[src/rtl/ioredir_pkg.sv]
package ioredir_pkg;
  localparam logic [7:0] OFS_SEL = 8'h00;
  localparam logic [7:0] OFS_WIN = 8'h10;

  localparam logic [7:0] IDX_ID   = 8'h00;
  localparam logic [7:0] IDX_VER  = 8'h01;
  localparam logic [7:0] IDX_ARB  = 8'h02;
  localparam logic [7:0] IDX_TBL0 = 8'h10;

  localparam int B_DSTAT = 12;
  localparam int B_RIRR  = 14;
  localparam int B_LEVEL = 15;
  localparam int B_MASK  = 16;

  localparam logic [63:0] ENTRY_RST = 64'h0000_0000_0001_0000;

  typedef struct packed {
    logic       is_id;
    logic       is_ver;
    logic       is_arb;
    logic       is_ent;
    logic       hi;
    logic [6:0] idx;
  } sel_dec_t;
endpackage

[src/rtl/ioredir_seldec.sv]
module ioredir_seldec
  import ioredir_pkg::*;
#(
  parameter int NUM_PINS = 24
) (
  input  logic [7:0] sel,
  output sel_dec_t   dec
);
  localparam logic [7:0] NP8 = 8'(NUM_PINS);

  logic [7:0] off;

  always_comb begin
    off        = sel - IDX_TBL0;
    dec        = '0;
    dec.idx    = off[7:1];
    dec.hi     = sel[0];
    dec.is_id  = (sel == IDX_ID);
    dec.is_ver = (sel == IDX_VER);
    dec.is_arb = (sel == IDX_ARB);
    dec.is_ent = (sel >= IDX_TBL0) && ({1'b0, off[7:1]} < NP8);
  end
endmodule

[src/rtl/ioredir_entry.sv]
module ioredir_entry
  import ioredir_pkg::*;
(
  input  logic        clk,
  input  logic        rst_n,
  input  logic        wr_lo,
  input  logic        wr_hi,
  input  logic [31:0] wdata,
  input  logic        upd,
  input  logic        upd_rirr,
  input  logic        upd_dstat,
  output logic [63:0] q,
  output logic        chg_req
);
  logic [63:0] nxt;
  logic        wr_any;

  assign wr_any = wr_lo | wr_hi;

  always_comb begin
    nxt = q;
    if (wr_lo) nxt[31:0]  = wdata;
    if (wr_hi) nxt[63:32] = wdata;
    nxt[B_DSTAT] = q[B_DSTAT];
    nxt[B_RIRR]  = q[B_RIRR];
    if (upd) begin
      nxt[B_DSTAT] = upd_dstat;
      nxt[B_RIRR]  = upd_rirr;
    end
    if (wr_any && !nxt[B_LEVEL]) nxt[B_RIRR] = 1'b0;
    chg_req = wr_any && ((nxt[B_MASK] != q[B_MASK]) || nxt[B_LEVEL]);
  end

  always_ff @(posedge clk) begin
    if (!rst_n) q <= ENTRY_RST;
    else        q <= nxt;
  end

  // software writes keep the status bits unless the edge rule applies
  a_r6_status_kept: assert property (@(posedge clk) disable iff (!rst_n)
    (wr_any && !upd) |=> (q[B_DSTAT] == $past(q[B_DSTAT])) &&
                         (!q[B_LEVEL] || q[B_RIRR] == $past(q[B_RIRR])));

  // an entry left in edge mode after a write has remote IRR clear
  a_r7_edge_clear: assert property (@(posedge clk) disable iff (!rst_n)
    wr_any |=> (q[B_LEVEL] || !q[B_RIRR]));

  // the update port sets both status bits at the next edge
  a_r11_update_applied: assert property (@(posedge clk) disable iff (!rst_n)
    (upd && !wr_any) |=> (q[B_RIRR] == $past(upd_rirr)) &&
                         (q[B_DSTAT] == $past(upd_dstat)));
endmodule

[src/rtl/ioredir_rdmux.sv]
module ioredir_rdmux
  import ioredir_pkg::*;
#(
  parameter int         NUM_PINS     = 24,
  parameter logic [7:0] VERSION_CODE = 8'h20,
  parameter int         PIN_W        = $clog2(NUM_PINS)
) (
  input  logic [7:0]  addr,
  input  logic [7:0]  sel,
  input  sel_dec_t    dec,
  input  logic [3:0]  id,
  input  logic [63:0] tbl [NUM_PINS],
  output logic [31:0] rd_val
);
  localparam logic [7:0] MAXPIN = 8'(NUM_PINS - 1);

  logic [63:0] ent;
  logic [31:0] win;

  always_comb begin
    ent = tbl[dec.idx[PIN_W-1:0]];
    if (dec.is_ent)                  win = dec.hi ? ent[63:32] : ent[31:0];
    else if (dec.is_ver)             win = {8'h00, MAXPIN, 8'h00, VERSION_CODE};
    else if (dec.is_id | dec.is_arb) win = {4'h0, id, 24'h0};
    else                             win = 32'hFFFF_FFFF;

    if (addr == OFS_SEL)      rd_val = {24'h0, sel};
    else if (addr == OFS_WIN) rd_val = win;
    else                      rd_val = 32'h0;
  end
endmodule

[src/rtl/ioredir_regs.sv]
module ioredir_regs
  import ioredir_pkg::*;
#(
  parameter int         NUM_PINS     = 24,
  parameter logic [7:0] VERSION_CODE = 8'h20,
  parameter int         PIN_W        = $clog2(NUM_PINS)
) (
  input  logic                  clk,
  input  logic                  rst_n,
  input  logic                  wr_en,
  input  logic                  rd_en,
  input  logic [7:0]            addr,
  input  logic [31:0]           wdata,
  output logic [31:0]           rdata,
  input  logic                  upd_en,
  input  logic [PIN_W-1:0]      upd_pin,
  input  logic                  upd_rirr,
  input  logic                  upd_dstat,
  output logic [8*NUM_PINS-1:0] ent_vector,
  output logic [3*NUM_PINS-1:0] ent_dmode,
  output logic [NUM_PINS-1:0]   ent_destmode,
  output logic [NUM_PINS-1:0]   ent_dstat,
  output logic [NUM_PINS-1:0]   ent_rirr,
  output logic [NUM_PINS-1:0]   ent_level,
  output logic [NUM_PINS-1:0]   ent_mask,
  output logic [8*NUM_PINS-1:0] ent_dest,
  output logic                  chg_valid,
  output logic [PIN_W-1:0]      chg_pin
);
  logic [7:0]          sel_q;
  logic [3:0]          id_q;
  sel_dec_t            dec;
  logic [63:0]         tbl [NUM_PINS];
  logic [NUM_PINS-1:0] chg_req;
  logic [31:0]         rd_val;
  logic                sel_wr, win_wr;

  assign sel_wr = wr_en && (addr == OFS_SEL);
  assign win_wr = wr_en && (addr == OFS_WIN);

  ioredir_seldec #(.NUM_PINS(NUM_PINS)) u_dec (
    .sel (sel_q),
    .dec (dec)
  );

  for (genvar i = 0; i < NUM_PINS; i++) begin : g_ent
    logic hit;
    assign hit = win_wr && dec.is_ent && (dec.idx[PIN_W-1:0] == PIN_W'(i));

    ioredir_entry u_ent (
      .clk       (clk),
      .rst_n     (rst_n),
      .wr_lo     (hit && !dec.hi),
      .wr_hi     (hit && dec.hi),
      .wdata     (wdata),
      .upd       (upd_en && (upd_pin == PIN_W'(i))),
      .upd_rirr  (upd_rirr),
      .upd_dstat (upd_dstat),
      .q         (tbl[i]),
      .chg_req   (chg_req[i])
    );

    assign ent_vector[8*i +: 8] = tbl[i][7:0];
    assign ent_dmode[3*i +: 3]  = tbl[i][10:8];
    assign ent_destmode[i]      = tbl[i][11];
    assign ent_dstat[i]         = tbl[i][B_DSTAT];
    assign ent_rirr[i]          = tbl[i][B_RIRR];
    assign ent_level[i]         = tbl[i][B_LEVEL];
    assign ent_mask[i]          = tbl[i][B_MASK];
    assign ent_dest[8*i +: 8]   = tbl[i][63:56];
  end

  ioredir_rdmux #(
    .NUM_PINS     (NUM_PINS),
    .VERSION_CODE (VERSION_CODE),
    .PIN_W        (PIN_W)
  ) u_rd (
    .addr   (addr),
    .sel    (sel_q),
    .dec    (dec),
    .id     (id_q),
    .tbl    (tbl),
    .rd_val (rd_val)
  );

  always_ff @(posedge clk) begin
    if (!rst_n) begin
      sel_q     <= '0;
      id_q      <= '0;
      rdata     <= '0;
      chg_valid <= 1'b0;
      chg_pin   <= '0;
    end else begin
      if (sel_wr)                 sel_q <= wdata[7:0];
      if (win_wr && dec.is_id)    id_q  <= wdata[27:24];
      if (rd_en)                  rdata <= rd_val;
      chg_valid <= |chg_req;
      chg_pin   <= dec.idx[PIN_W-1:0];
    end
  end

  // the select register captures the low data byte
  a_r1_sel_capture: assert property (@(posedge clk) disable iff (!rst_n)
    sel_wr |=> (sel_q == $past(wdata[7:0])));

  // the notice follows only a window write and lasts one cycle per write
  a_r10_pulse_cause: assert property (@(posedge clk) disable iff (!rst_n)
    chg_valid |-> $past(win_wr));

  // the notice never names an entry beyond the table
  a_r5_pin_range: assert property (@(posedge clk) disable iff (!rst_n)
    chg_valid |-> (32'(chg_pin) < NUM_PINS));

  // writes at unused offsets leave the select register alone
  a_r9_stray_write: assert property (@(posedge clk) disable iff (!rst_n)
    (wr_en && addr != OFS_SEL) |=> $stable(sel_q));
endmodule

[config.mk]
export PLATFORM = sky130hd
export DESIGN_NAME = ioredir_regs
export DESIGN_NICKNAME = d
export VERILOG_FILES = /design/src/rtl/ioredir_pkg.sv /design/src/rtl/ioredir_seldec.sv /design/src/rtl/ioredir_entry.sv /design/src/rtl/ioredir_rdmux.sv /design/src/rtl/ioredir_regs.sv
export SDC_FILE = /design/constraint.sdc
export NUM_CORES = 2
export LEC_CHECK = 0
export ABC_AREA = 1
export BUFFER_PORTS_ARGS = -buffer_cell sky130_fd_sc_hd__buf_2
export CAP_MARGIN = 20
export CELL_PAD_IN_SITES_DETAIL_PLACEMENT = 0
export CELL_PAD_IN_SITES_GLOBAL_PLACEMENT = 1
export CORE_AREA = 3 3 408 410
export DETAILED_ROUTE_END_ITERATION = 6
export DIE_AREA = 0 0 411 413
export PLACE_DENSITY = 0.82
export REMOVE_ABC_BUFFERS = 1
export SYNTH_ARGS = -nofsm -noshare
export SYNTH_HDL_FRONTEND = slang
export SYNTH_SLANG_ARGS = --single-unit
[constraint.sdc]
create_clock -name clk -period 3.3 [get_ports clk]
set_input_delay 0.33 -clock clk [delete_from_list [all_inputs] [get_ports clk]]
set_output_delay 0.33 -clock clk [all_outputs]
set_load 0.02 [all_outputs]
### Yosys cells after proc, flatten, opt, wreduce, memory -nomap -nowiden

Cells that the tools add are included.

| operators by class | value |
|---|---|
| $add $sub $neg | 1 |
| order comparisons | 3 |
| equal/unequal tests | 73 |
| multiplexer cells | 33 |
| bitwise operators | 27 |
| reductions and logical operators | 227 |

Operators with widths:

| kind | number |
|---|---|
| $mux 17 | 24 |
| $bmux 64 s5 | 1 |
| $mux 32 | 6 |
| $logic_and 1x1->1 | 149 |
| $mux 64 | 2 |
| $eq 5x4->1 const B | 16 |
| $eq 5x5->1 const B | 16 |
| $reduce_or 2->1 | 24 |
| $eq 5x3->1 const B | 8 |
| $logic_not 1->1 | 25 |
| $or 1x1->1 | 25 |
| $logic_or 1x1->1 | 24 |
| $ne 1x1->1 | 24 |
| $reduce_or 24->1 | 1 |
| $eq 5x2->1 const B | 4 |
| $logic_not 8->1 | 2 |
| $eq 5x1->1 const B | 2 |
| $logic_not 5->1 | 2 |
| $eq 8x1->1 const B | 1 |
| $eq 8x2->1 const B | 1 |
| $eq 8x5->1 const B | 1 |
| $ge 8x5->1 const B | 1 |
| $sub 8x5->8 const B | 1 |
| $lt 7x5->1 const B | 1 |
| 3 further kinds | 3 |

| word-level totals | value |
|---|---|
| register bits | 1586 |
| bits of input ports | 52 |
| output and inout bits | 614 |
| word-level logic and storage cells | 489 |

### Longest topological paths before layout

| depth | value |
|---|---|
| word-level depth | 11 |
| gate-level depth with buffers | 20 |
| depth with buffers taken out | 18 |

### By module

From an unflattened synthesis, not the netlist that was laid out.

| second synthesis, totals | value |
|---|---|
| cells, all modules | 10940 |
| area, all modules | 75438.6 sq um |

By module, submodules not included:

| module | times used | cells each | area each (sq um) | seq. area each (sq um) |
|---|---|---|---|---|
| ioredir_entry | 24 | 292 | 2376.0 | 1281.2 |
| ioredir_rdmux | 1 | 3520 | 15721.3 | 0.0 |
| ioredir_regs | 1 | 384 | 2534.9 | 1001.0 |
| ioredir_seldec | 1 | 28 | 157.7 | 0.0 |

### Worst setup path after synthesis

Ideal clock, no wire load.

| path | value |
|---|---|
| path kind | register to register |
| from | register sel_q[4] |
| to | register g_ent[5].u_ent.q[41] |
| library setup time | 0.128 ns |
| data arrival time | 2.285 ns |
| data required time | 3.172 ns |
| slack | 0.886 ns |
| stages on the path, launching flop included | 13 |
| buffers on the path | 3 |
| clock period less this slack | 2.414 ns |
| cell sequence | dfxtp_1 inv_2 ha_1 buf_2 inv_1 buf_2 nor3_1 inv_1 nor2_1 nand2_1 clkbuf_1 o21ai_0 a21oi_1 |

RTL lines:

| element | line | source |
|---|---|---|
| start, declared | ioredir_regs.sv:30 | `logic [7:0] sel_q;` |
| start signal, assigned | ioredir_regs.sv:94 | `if (sel_wr) sel_q <= wdata[7:0];` |
| end signal, assigned | ioredir_entry.sv:36 | `else q <= nxt;` |
| end, declared | ioredir_entry.sv:12 | `output logic [63:0] q,` |

### Final worst setup path

| path | value |
|---|---|
| from | register sel_q[1] |
| to | register rdata[2] |

| between the ends | value |
|---|---|
| word-level cells in the longest chain between the ends | 9 |
| elaborated cells between the ends (all ways) | 18 |
| those cells by class | 1 x add/sub; 2 x order compare; 2 x eq/ne; 9 x mux; 2 x bitwise; 2 x reduce/logical |

RTL lines:

| element | line | source |
|---|---|---|
| $sub 8x5->8 | ioredir_seldec.sv:14 | `off = sel - IDX_TBL0;` |
| $not 5->6 (implied by the code) | ioredir_rdmux.sv:21 | `ent = tbl[dec.idx[PIN_W-1:0]];` |
| $bmux 64 s5 | ioredir_rdmux.sv:21 |  |
| $mux 64 (implied by the code) (2 in a row) | ioredir_rdmux.sv:21 |  |
| $mux 32 | ioredir_rdmux.sv:22 | `if (dec.is_ent) win = dec.hi ? ent[63:32] : ent[31:0];` |
| $mux 32 (*) | ioredir_rdmux.sv:22 |  |
| $mux 32 (*) | ioredir_rdmux.sv:28 | `else if (addr == OFS_WIN) rd_val = win;` |
| $mux 32 (*) | ioredir_rdmux.sv:27 | `if (addr == OFS_SEL) rd_val = {24'h0, sel};` |
| end signal, assigned | ioredir_regs.sv:96 | `if (rd_en) rdata <= rd_val;` |
| end, declared | ioredir_regs.sv:14 | `output logic [31:0] rdata,` |

Mark *: on every way between the ends. The rest lies on a longest branch, timed or not. The select of a mux whose other input is x is not followed.
A chain may end at the register's enable or synchronous reset.

==> impl_metrics.toml <==
[worst_hold_path]
hold_class = "in2reg"
hold_start = "wdata[10]"
min_path_cells = 3
hold_end = "g_ent[17].u_ent.q[10]"

[clock_tree]
worst_setup_hold_path_clk_slew_ns = 0.06
clock-root-buffer = "clkbuf_16"
htreeDepth = 4
clk_latency_ns = 0.83
cts_buffers = 173
cts_tree = "built"
cts_sinks = 1586
cts.path.max_buffers = 3

[layout]
num-nets-final = 9612
fillers = 16100
seqCellArea_mm2 = 0.0318
multiInputGateArea_mm2 = 0.0294
finalCoreUtilization_pct = 48.8
drive_gt1_share_pct = 14.0
area_growth_pct = 10.8

[die]
io_pins = 666
row_count = 148
core-area_mm2 = 0.163
die_y_um = 413
die_area_mm2 = 0.170
die_width_um = 411
start_util_pct = 44.1

[detailed_routing]
first_pass_iters = 7
drc_errors = 6
finalWirelength_mm = 313
antenna_left = 0
via_count = 71000
viasPerCell = 5.98
drtIter0Drc = 9570
wl_per_cell_um = 26.4

[power_and_ir_drop]
p_int_mw = 30.6
pwr-share-clk_pct = 48.9
powerDensity_mw_per_mm2 = 505
p_leak_nw = 29.5
ir_drop_uv = 577
p_sw_mw = 9.54
sw_frac_of_total_pct = 23.8
p_seq_share_pct = 47.7
power_frac_comb_pct = 3.4

[setup_path]
path_class = "reg2reg"
reg2reg_slack_ns = -0.02
r2r_start = "sel_q[1]"
start_kind = "flip-flop"
rr_endpoint = "rdata[2]"
cp.arrival_ns = 4.06
r2r_cells = 14
cp_max_fo = 37
end_kind = "flip-flop"
cp.required_ns = 4.04

[global_route]
gr-total-overflow = 0
grt_pass1_wl_mm = 446
grt_pass1_vias = 64400
grt_max_degree = 169
antenna_found_initial = 13
groute.usage.overall_pct = 35.0

[timing]
setup_tns_ns = -0.0236
layout_setup_ws_ns = -0.0182
finalClockSkew_ns = 0.0338
period_share_pct = 101
setup_viol = 2
drv_slew = 0
finalHoldViolCount = 0
worst_pin_slew_ns = 1.15
maxSlewHeadroom_pct = 23.1
fmaxAchievable_ghz = 0.301
period_needed_ns = 3.32

[run]
cap_violations = 0

[synth]
yosys_warnings = 0
ys_ff_latch = 1586
netlist_area_mm2 = 0.0718
yosysSeqAreaShare_pct = 44.2
syn_avg_cell_area_um2 = 7.28
synth.distinct_cells = 36
synthCells = 9852

[outcome]
violations = "DRC, setup timing"
status = "complete, but fails checks"

[placement]
routabilityCongestion = 0.965
port_buffers = 665
dp_hpwl_mm = 202
==> registers in the layout (all words and copies together) (netlist names) <==
name and flops:
chg_pin 5, chg_valid 1, sel_q 8, g_ent.u_ent.q 1536, id_q 4, rdata 32
==> area by class of cell <==
class	instances	share of cell area, %
Antenna cell	4	0.0126
Inverter	757	3.61
Tap cell	2175	3.42
Clock inverter	44	0.614
Timing Repair Buffer	1035	8.92
Sequential cell	1586	39.9
Clock buffer	265	6.53
Multi-Input combinational cell	6005	36.9
==> layout by cell type, fill, tap and decap left out, types with 7 or more instances in the layout <==
| master | instances |
|---|---|
| a211oi_1 | 8 |
| a21oi_1 | 1518 |
| a221oi_1 | 91 |
| a22oi_1 | 64 |
| buf_12 | 71 |
| buf_2 | 664 |
| buf_4 | 280 |
| clkbuf_1 | 43 |
| clkbuf_16 | 175 |
| clkbuf_8 | 47 |
| clkinv_1 | 7 |
| clkinv_2 | 23 |
| clkinv_8 | 7 |
| dfxtp_1 | 1584 |
| dlygate4sd3_1 | 15 |
| inv_1 | 733 |
| inv_2 | 12 |
| nand2_1 | 1755 |
| nand2_2 | 20 |
| nand3_1 | 657 |
| nand3_2 | 8 |
| nand4_1 | 30 |
| nor2_1 | 249 |
| nor3_1 | 17 |
| o2111ai_1 | 15 |
| o211ai_1 | 22 |
| o21ai_0 | 897 |
| o21ai_1 | 18 |
| o221ai_1 | 62 |
| o22ai_1 | 545 |
==> cells by family (layout without fill, tap and decap cells) <==
logic type	after synthesis	in the layout	synth area share [%]
AOI/OAI and AO/OA	3243	3243	24.8
and+or+nand+nor	2760	2760	15.9
buffers and inverters	2261	2101	15.1
DFF	1586	1586	44.2
adders and majority gates	2	2	0.0349
other	0	4	0
==> critical path, stage by stage (launching register included) <==
cell and delay, ns:
dfxtp_1 0.38, buf_4 0.20, nand2_4 0.16, buf_12 0.26, buf_4 0.31, o22ai_1 0.10, o21ai_0 0.41, nand2_1 0.26
nor2_1 0.21, nand3_2 0.21, nand2_1 0.19, nand2_1 0.19, nand2_1 0.12, nand2_1 0.08, a21oi_1 0.12
==> routing by layer <==
| layer | track usage [%] | vias up | wire length, µm |
|---|---|---|---|
| li1 | - | 32100 | - |
| met1 | 47.4 | 33800 | 126000 |
| met2 | 51.4 | 4414 | 132000 |
| met3 | 8.70 | 693 | 37900 |
| met4 | 18.2 | 4 | 17500 |
| met5 | 0 | - | 23 |
==> synthesized netlist by cell type, drive strengths merged <==
cell,count,area [µm²]
ha,2,25.0
o2111ai,15,131
a22o,1,8.76
a31oi,1,6.26
a211oi,8,60.1
o211ai,22,165
o22ai,545,3410
nor4,1,12.5
nand2,1778,6680
clkbuf,711,2670
nand4,30,188
a221oi,91,797
a21oi,1519,7610
nand3b,1,7.51
nor2,259,987
nor3,24,150
o221ai,62,543
o21ai,915,4580
nor3b,1,7.51
clkinv,7,26.3
dfxtp,1586,31800
a22oi,64,480
inv,750,2820
buf,793,5320
nand3,666,3350
==> power by group through the flow <==
stage                     Combinational (mW)  Clock, mW  Sequential (mW)
after detailed placement                1.28          0             19.6
after floorplan                        0.378          0             19.6
after CTS                               1.29       19.7             19.2
final                                   1.35       19.6             19.2
after global routing                    1.40       20.4             19.2
after global placement                  1.27          0             19.6
==> per-stage QoR <==
step	area, µm²	hold slack (ns)	cells	power [mW]	setup WS [ns]
after floorplan	63800	0.399	8348	20.0	-13.34
after global placement	73500	0.438	11500	20.9	-0.100
after detailed placement	73600	0.444	11500	20.9	-0.156
after CTS	79400	0.0176	11900	40.2	0.0106
after global routing	79500	0.0451	11900	41.0	-0.00998
final	79500	0.0476	11900	40.2	-0.0182
==> how the worst max path moves through the flow <==
stage          startpoint   endpoint  depth (start not counted)
5_1_grt          sel_q[1]  rdata[28]                         15
3_3_place_gp     sel_q[1]  rdata[28]                         15
2_1_floorplan    sel_q[0]  chg_valid                          9
4_1_cts          sel_q[1]  rdata[28]                         15
6_report         sel_q[1]   rdata[2]                         14
3_5_place_dp     sel_q[1]  rdata[28]                         15
==> what timing repair did <==
| action | 4_1_cts | 5_1_grt |
|---|---|---|
| hold endpoints to repair | 120 | 0 |
| setup buffers | 0 | 1 |
| pin swaps | 0 | 1 |
| resized for setup | 5 | 10 |
| hold buffers | 15 | 0 |
| setup endpoints to repair | 2 | 27 |
Power figures use the tool's default switching activity.
